## src/rtl/dbgrec_pkg.sv

```systemverilog
package dbgrec_pkg;
  localparam int ModeW = 2;

  typedef enum logic [ModeW-1:0] {
    PM_OFF    = 2'd0,
    PM_EMUOFF = 2'd1,
    PM_ON     = 2'd2,
    PM_DBGREC = 2'd3
  } pmode_e;

  typedef enum logic [1:0] {
    PH_RESET = 2'd0,
    PH_WAIT  = 2'd1,
    PH_RUN   = 2'd2
  } phase_e;

  // strobes from control to datapath
  typedef struct packed {
    logic loadInit;   // copy the mode sampled in reset into the mode register
    logic loadReq;    // copy the accepted request into the mode register
    logic fireClean;  // start invalidation and error clear
  } strobe_t;
endpackage

```

## src/rtl/dbgrec_ctrl.sv

```systemverilog
module dbgrec_ctrl
  import dbgrec_pkg::*;
#(
  parameter int MW = ModeW
) (
  input  logic          clk,
  input  logic          porRstN,
  input  logic          warmRstN,
  input  logic          reqValid,
  input  logic [MW-1:0] reqMode,
  input  logic          invDone,
  input  logic [MW-1:0] modeQ,
  input  logic [MW-1:0] initQ,
  output strobe_t       strb,
  output logic          reqAccept,
  output logic          busy,
  output logic          inRst
);
  phase_e        phaseQ, phaseD;
  logic          warmPrevQ;
  logic          dbgReq, warmRel, clean;
  logic [MW-1:0] nextMode;

  always_comb begin
    inRst     = (phaseQ == PH_RESET);
    busy      = (phaseQ == PH_WAIT);
    dbgReq    = reqValid && (reqMode == PM_DBGREC);
    reqAccept = reqValid && !inRst && (dbgReq || (!busy && warmRstN));
    nextMode  = reqAccept ? reqMode : modeQ;
    warmRel   = !warmPrevQ && warmRstN && !inRst;
    if (inRst) clean = (initQ != PM_DBGREC);
    else       clean = warmRel && (nextMode != PM_DBGREC);

    strb.loadInit  = inRst;
    strb.loadReq   = reqAccept;
    strb.fireClean = clean;

    phaseD = phaseQ;
    if (clean)                                       phaseD = PH_WAIT;
    else if (inRst)                                  phaseD = PH_RUN;
    else if (busy && ((reqAccept && dbgReq) || invDone)) phaseD = PH_RUN;
  end

  always_ff @(posedge clk) begin
    if (!porRstN) begin
      phaseQ    <= PH_RESET;
      warmPrevQ <= 1'b1;
    end else begin
      phaseQ    <= phaseD;
      warmPrevQ <= warmRstN;
    end
  end
endmodule

```

## src/rtl/dbgrec_dpath.sv

```systemverilog
module dbgrec_dpath
  import dbgrec_pkg::*;
#(
  parameter int MW = ModeW
) (
  input  logic          clk,
  input  logic          porRstN,
  input  logic          warmRstN,
  input  logic [MW-1:0] reqMode,
  input  strobe_t       strb,
  input  logic          busy,
  input  logic          inRst,
  output logic [MW-1:0] modeQ,
  output logic [MW-1:0] initQ,
  output logic          invStart,
  output logic          errClear,
  output logic [MW-1:0] curMode,
  output logic          funcOff,
  output logic          dbgAccess
);
  always_ff @(posedge clk) begin
    if (!porRstN) begin
      initQ    <= reqMode;  // channel initial mode tracked through reset
      modeQ    <= PM_OFF;
      invStart <= 1'b0;
      errClear <= 1'b0;
    end else begin
      if (strb.loadInit)     modeQ <= initQ;
      else if (strb.loadReq) modeQ <= reqMode;
      invStart <= strb.fireClean;
      errClear <= strb.fireClean;
    end
  end

  always_comb begin
    curMode   = (inRst || busy) ? PM_OFF : modeQ;
    funcOff   = !((curMode == PM_ON) && warmRstN);
    dbgAccess = (curMode != PM_OFF);
  end
endmodule

```

## src/rtl/dbgrec_seq.sv

```systemverilog
module dbgrec_seq
  import dbgrec_pkg::*;
#(
  parameter int MW = ModeW
) (
  input  logic          clk,
  input  logic          porRstN,
  input  logic          warmRstN,
  input  logic          reqValid,
  input  logic [MW-1:0] reqMode,
  input  logic          invDone,
  output logic          invStart,
  output logic          errClear,
  output logic [MW-1:0] curMode,
  output logic          reqAccept,
  output logic          funcOff,
  output logic          dbgAccess
);
  strobe_t       strb;
  logic          busy, inRst;
  logic [MW-1:0] modeQ, initQ;

  dbgrec_ctrl #(.MW(MW)) ctrl_i (
    .clk(clk), .porRstN(porRstN), .warmRstN(warmRstN), .reqValid(reqValid),
    .reqMode(reqMode), .invDone(invDone), .modeQ(modeQ), .initQ(initQ),
    .strb(strb), .reqAccept(reqAccept), .busy(busy), .inRst(inRst)
  );

  dbgrec_dpath #(.MW(MW)) dpath_i (
    .clk(clk), .porRstN(porRstN), .warmRstN(warmRstN), .reqMode(reqMode),
    .strb(strb), .busy(busy), .inRst(inRst), .modeQ(modeQ), .initQ(initQ),
    .invStart(invStart), .errClear(errClear), .curMode(curMode),
    .funcOff(funcOff), .dbgAccess(dbgAccess)
  );
endmodule

```

## config.mk

```make
export PLATFORM = sky130hd
export DESIGN_NAME = dbgrec_seq
export DESIGN_NICKNAME = d
export VERILOG_FILES = /design/src/rtl/dbgrec_pkg.sv /design/src/rtl/dbgrec_ctrl.sv /design/src/rtl/dbgrec_dpath.sv /design/src/rtl/dbgrec_seq.sv
export SDC_FILE = /design/constraint.sdc
export NUM_CORES = 1
export LEC_CHECK = 0
export BUFFER_PORTS_ARGS = -buffer_cell sky130_fd_sc_hd__buf_2
export CORE_AREA = 2 2 39 41
export CTS_BUF_LIST = sky130_fd_sc_hd__clkbuf_4 sky130_fd_sc_hd__clkbuf_8 sky130_fd_sc_hd__clkbuf_16
export CTS_CLUSTER_SIZE = 40
export DETAILED_ROUTE_END_ITERATION = 10
export DIE_AREA = 0 0 41 43
export GPL_ROUTABILITY_DRIVEN = 1
export SYNTH_ARGS = -nofsm -noshare
export SYNTH_HDL_FRONTEND = slang
export SYNTH_SLANG_ARGS = --single-unit
export TNS_END_PERCENT = 1
```

## constraint.sdc

```tcl
create_clock -name clk -period 3.22 [get_ports clk]
set_input_delay 0.322 -clock clk [delete_from_list [all_inputs] [get_ports clk]]
set_output_delay 0.322 -clock clk [all_outputs]
set_load 0.005 [all_outputs]
```

; Word-level counts from Yosys, hierarchy flattened
; Cells that the tools add are included.
[totals]
ff_bits = 8
out_inout_bits = 7
wordCells = 41
[op_classes]
n_eq_ne = 5
mux = 7
bitwise = 1
reduce_logical = 22
[op_table]
columns = op, n
row1 = $logic_and 1x1->1, 10
row2 = $mux 2, 5
row3 = $eq 2x2->1 const B, 2
row4 = $logic_not 1->1, 4
row5 = $ne 2x2->1 const B, 2
row6 = $reduce_bool 2->1, 2
row7 = $logic_or 1x1->1, 3
row8 = $reduce_bool 3->1, 1
row9 = $eq 2x1->1 const B, 1
row10 = $logic_not 2->1, 1
row11 = $mux 1, 2
row12 = $reduce_or 2->1, 1
row13 = $not 1->1, 1

; Depth between registers and ports, before layout
[logic_depth]
depth_word = 11
depth_mapped = 5

; Modules after synthesis
; Synthesis repeated with hierarchy kept, for this count alone.
[unflattened]
hier_cells = 51
area_unflattened_um2 = 478.0
[by_module_without_submodules]
columns = mod, instances, cells_each, area_each_um2
row1 = dbgrec_ctrl, 1, 31, 254.0
row2 = dbgrec_dpath, 1, 20, 224.0

; Worst setup path before layout
; Ideal clock, no wire load.
[synth_path]
path_kind = reg-to-output
startpoint = register ctrl_i.phaseQ[1]
endpoint = output port dbgAccess
arrival_time_ns = 0.870
slack_ns = 2.028
path_stages_with_launch = 4
path_buffers = 1
path_cell_list = dfxtp_1 buf_6 and2_1 or2_2
[synth_between]
elab_chain_len = 4
[synth_rtl]
columns = element, line_no
row1 = from (decl), dbgrec_ctrl.sv:19  ; phase_e phaseQ, phaseD;
row2 = from (signal assigned), dbgrec_ctrl.sv:49  ; phaseQ <= phaseD;
row3 = $eq 2x1->1 / $logic_not 2->1 (equally long branches), "dbgrec_ctrl.sv:26, dbgrec_ctrl.sv:25"
row4 = $logic_or 1x1->1 *, dbgrec_dpath.sv:36  ; curMode = (inRst || busy) ? PM_OFF : modeQ;
row5 = $mux 2 *, dbgrec_dpath.sv:36
row6 = via curMode[0], dbgrec_seq.sv:14  ; output logic [MW-1:0] curMode,
row7 = $reduce_bool 2->1 *, dbgrec_dpath.sv:38  ; dbgAccess = (curMode != PM_OFF);
row8 = to (decl), dbgrec_seq.sv:17  ; output logic dbgAccess
; The timed path passes the listed nets; every way through them passes the cells marked *.

; Worst setup path in the final report
[layout_path]
startpoint = register ctrl_i.phaseQ[1]
endpoint = output port dbgAccess
[layout_between]
elab_chain_len = 4
[layout_rtl]
columns = element, line_no
row1 = $eq 2x1->1 / $logic_not 2->1 (equally long branches), "dbgrec_ctrl.sv:26, dbgrec_ctrl.sv:25"
row2 = $logic_or 1x1->1 *, dbgrec_dpath.sv:36
row3 = $mux 2 *, dbgrec_dpath.sv:36
row4 = $reduce_bool 2->1 *, dbgrec_dpath.sv:38
; Every way passes the cells marked *; elsewhere a longest branch is shown, timed or not.

==> results.txt <==
The fraction of layout instances using a drive strength above 1 is 0.355. The height of the die came out at between 40 and 50 µm. In the synthesized netlist, the cells that appear most often are 6 x dfxtp_1, 4 x a21oi_1, 4 x nand2_1.

The leakage component of the power came out at 0.245 nW. The final period demand of the worst path is around 1600 ps. At the later pin of the worst-skew pair, clock insertion delay measures 270 ps. The endpoint class of the critical path is a primary output. The highest achievable clock rate came out at 624 MHz. The number of I/O pins is 14. Of the total synthesized cell area, the portion taken by XOR and XNOR cells is 0. The routed via count divided by cell count came out at 5.15. The count of port buffers added during placement is 13.

In this run the number of H-tree levels came out at 1. For the pin with the worst max-slew slack, the measured transition is 388 ps. The unique cell type count in the Yosys netlist is 24.

The adder-cell area share of the yosys netlist is 0. The global-route wire length before repair came out at 1.46 mm. 0 antenna diodes ended up in the layout. The count of cells resized by post-cts repair came out at 0.

The die area is about 1800 µm². The share of async-settable or async-resettable flops after synthesis came out at 0. After the last flow step, the layout net total stands at 70.

The setup total negative slack came out at 0 ps. Once detailed placement completed, the half-perimeter wirelength came to 674 µm. For this run, the number of Yosys warnings is 0. The chip width is 41 µm. The power density of the placed cells is 578 nW/µm².

The clock transition at the registers of the reported paths is roughly 50 ps. Entering global routing, the biggest net connects 12 pins. The total power of the final layout is 0.303 mW. Yosys attributes the largest share of cell area to dfxtp_1 28%, edfxtp_1 14%, a21oi_1 4.7%.

The fraction of synthesized area in multiplexers is 0. The complex-gate fraction of the synthesized area was 0.278. Setup repair after global routing left no endpoint under its margin.

The most used flip-flop cell after synthesis is dfxtp_1. The maximum clock skew at final layout is 11.9 ps. Of all nets on the critical path, the largest fanout is 11. The final hold violation count came out at 0.

The final number of setup-violating endpoints is 0. Buffers added to address setup during post-CTS repair amount to 0. The maximum buffer depth of the clock tree came out at 2.

The worst setup path category is reg -> out. In the global route stage, overall resource usage came out at 0.127. The layout-stage area growth over the synthesis result is 22.5%. The area inside the core boundary is 1380 µm². The run finished with clean final reports. The max-slew violation total from the final report came out at 0.

The simple-gate area share of the yosys netlist is 0.240. The root buffer cell chosen for the clock tree is clkbuf_4. In the post-synthesis netlist, the cell with the most instances is dfxtp_1. For this configuration, the core starts out at a cell density of 0.309. The first detailed-routing pass took 5 iterations. The post-synthesis net count came out at 54. The mean area per synthesized cell is 9.10 µm². The CTS sink count is 8.

The wire length per cell after detailed routing is 11.7 µm. Once layout is complete, the cells apart from fillers number just under 80. TritonCTS built the clock tree. The DRC violation count after routing is 0. At the worst endpoint, the arrival time is 1280 ps. The via count of the first global-routing pass came out at between 300 and 400.

The floorplan has 14 rows. The violation count after the first detailed-routing iteration came out at 7. Wires add up to 909 µm. The initial antenna violation count came out at 0. The relative slew slack is 0.741. In this run, synthesis produced a sequential element count of 8.

After synthesis the cells add up to 428 µm². The worst path required time is 2900 ps. Routability-driven placement finished with a final weighted congestion of 0.791. After technology mapping, the gate count stands at 47. Across the run, the number of max-cap violations was 0. Of all cell types, the one taking the most synthesized area is dfxtp_1. The peak ir drop on the vdd network is 0.000218 V. The cts-stage hold buffer count is 0.

The count of flip-flops with a built-in enable after synthesis came out at 2. The number of clock buffers added by TritonCTS is 3. The final global-route overflow total came out at 0. The worst setup path is launched from a flop. In this run the worst hold path is classified as in -> reg. In this run, placement finished with an instance count of 74. The sequential fraction of the synthesis area came out at 0.421. The number of vias in the routed layout came out at 402. The number of routed nets with antenna violations is 0. Of the post-synthesis cell area, the dominant cell type holds 0.281.

The part of the cycle the worst path needs is 0.498. By area, the combinational part of the netlist is dominated by compound AO/OA/AOI/OAI gates.
metrics by stage:
step	setup slack, ps	hold WS (ps)	util	cell area (µm²)
2_1_floorplan	2030	395	-	428
3_3_place_gp	1850	500	0.357	494
3_5_place_dp	1790	493	0.357	494
4_1_cts	1620	310	0.379	524
5_1_grt	1540	319	0.379	524
6_report	1620	307	0.379	524
worst max-delay path, stage by stage (launching register included):
cell	delay, ps
dfxtp_1	420
and2_1	200
or2_2	280
buf_2	130
path summary, 6_finish.rpt:
kind | startpoint | to | slack, ps | cells past startpoint
setup reg to reg | ctrl_i.phaseQ[1] | ctrl_i.phaseQ[0] | 1790 | 4
hold / removal | porRstN | ctrl_i.warmPrevQ | 310 | 2
hold reg to reg | dpath_i.modeQ[0] | dpath_i.modeQ[0] | 500 | 2
setup / recovery | ctrl_i.phaseQ[1] | dbgAccess | 1620 | 3
metal layers:
metal	GRT usage	up-vias	part of all wire
li1	-	205	-
met1	0.176	178	0.48
met2	0.150	15	0.43
met3	0.0314	4	0.061
met5	0	-	0
met4	0.120	0	0.032
cells in the final DEF, fill, tap and decap left out:
| master | n |
|---|---|
| or2_2 | 1 |
| dfxtp_1 | 6 |
| nand2_1 | 4 |
| a221oi_1 | 1 |
| a311o_2 | 1 |
| nand3_1 | 3 |
| o21ai_0 | 1 |
| a31oi_1 | 3 |
| and2_1 | 2 |
| o31ai_1 | 2 |
| nand2_4 | 1 |
| o221ai_1 | 1 |
| a21oi_1 | 4 |
| nand2b_1 | 3 |
| nor2_1 | 2 |
| clkbuf_4 | 4 |
| a21o_1 | 2 |
| o21ai_2 | 1 |
| edfxtp_1 | 2 |
| nand2b_2 | 1 |
| nand3b_1 | 1 |
| inv_1 | 2 |
| o211ai_1 | 1 |
| buf_2 | 13 |
state kept, by name, summed over array words and instances, names as in the netlist:
signal,flops
dpath_i.initQ,2
dpath_i.invStart,1
ctrl_i.warmPrevQ,1
dpath_i.modeQ,2
ctrl_i.phaseQ,2
where the power goes:
group	switching (mW)	total [mW]	internal [mW]
registers	0.0191	0.139	0.120
logic	0.0349	0.0689	0.0340
clock network	0.0393	0.0954	0.0561
total	0.0932	0.303	0.210
cell type report:
class	count	area (µm²)
fillers	150	860
multi-input cells	35	221
flip-flops and latches	8	180
inverters	2	7.51
clock buffers	4	30.0
well taps	16	20.0
repair buffers	13	65.1
kinds of logic (layout without fill, tap and decap cells):
| family | Yosys count | count (layout) |
|---|---|---|
| AOI/OAI and AO/OA | 17 | 17 |
| buffers and inverters | 4 | 19 |
| DFF | 8 | 8 |
| and+or+nand+nor | 18 | 18 |
Note: power is estimated with default switching activity, not from simulation.
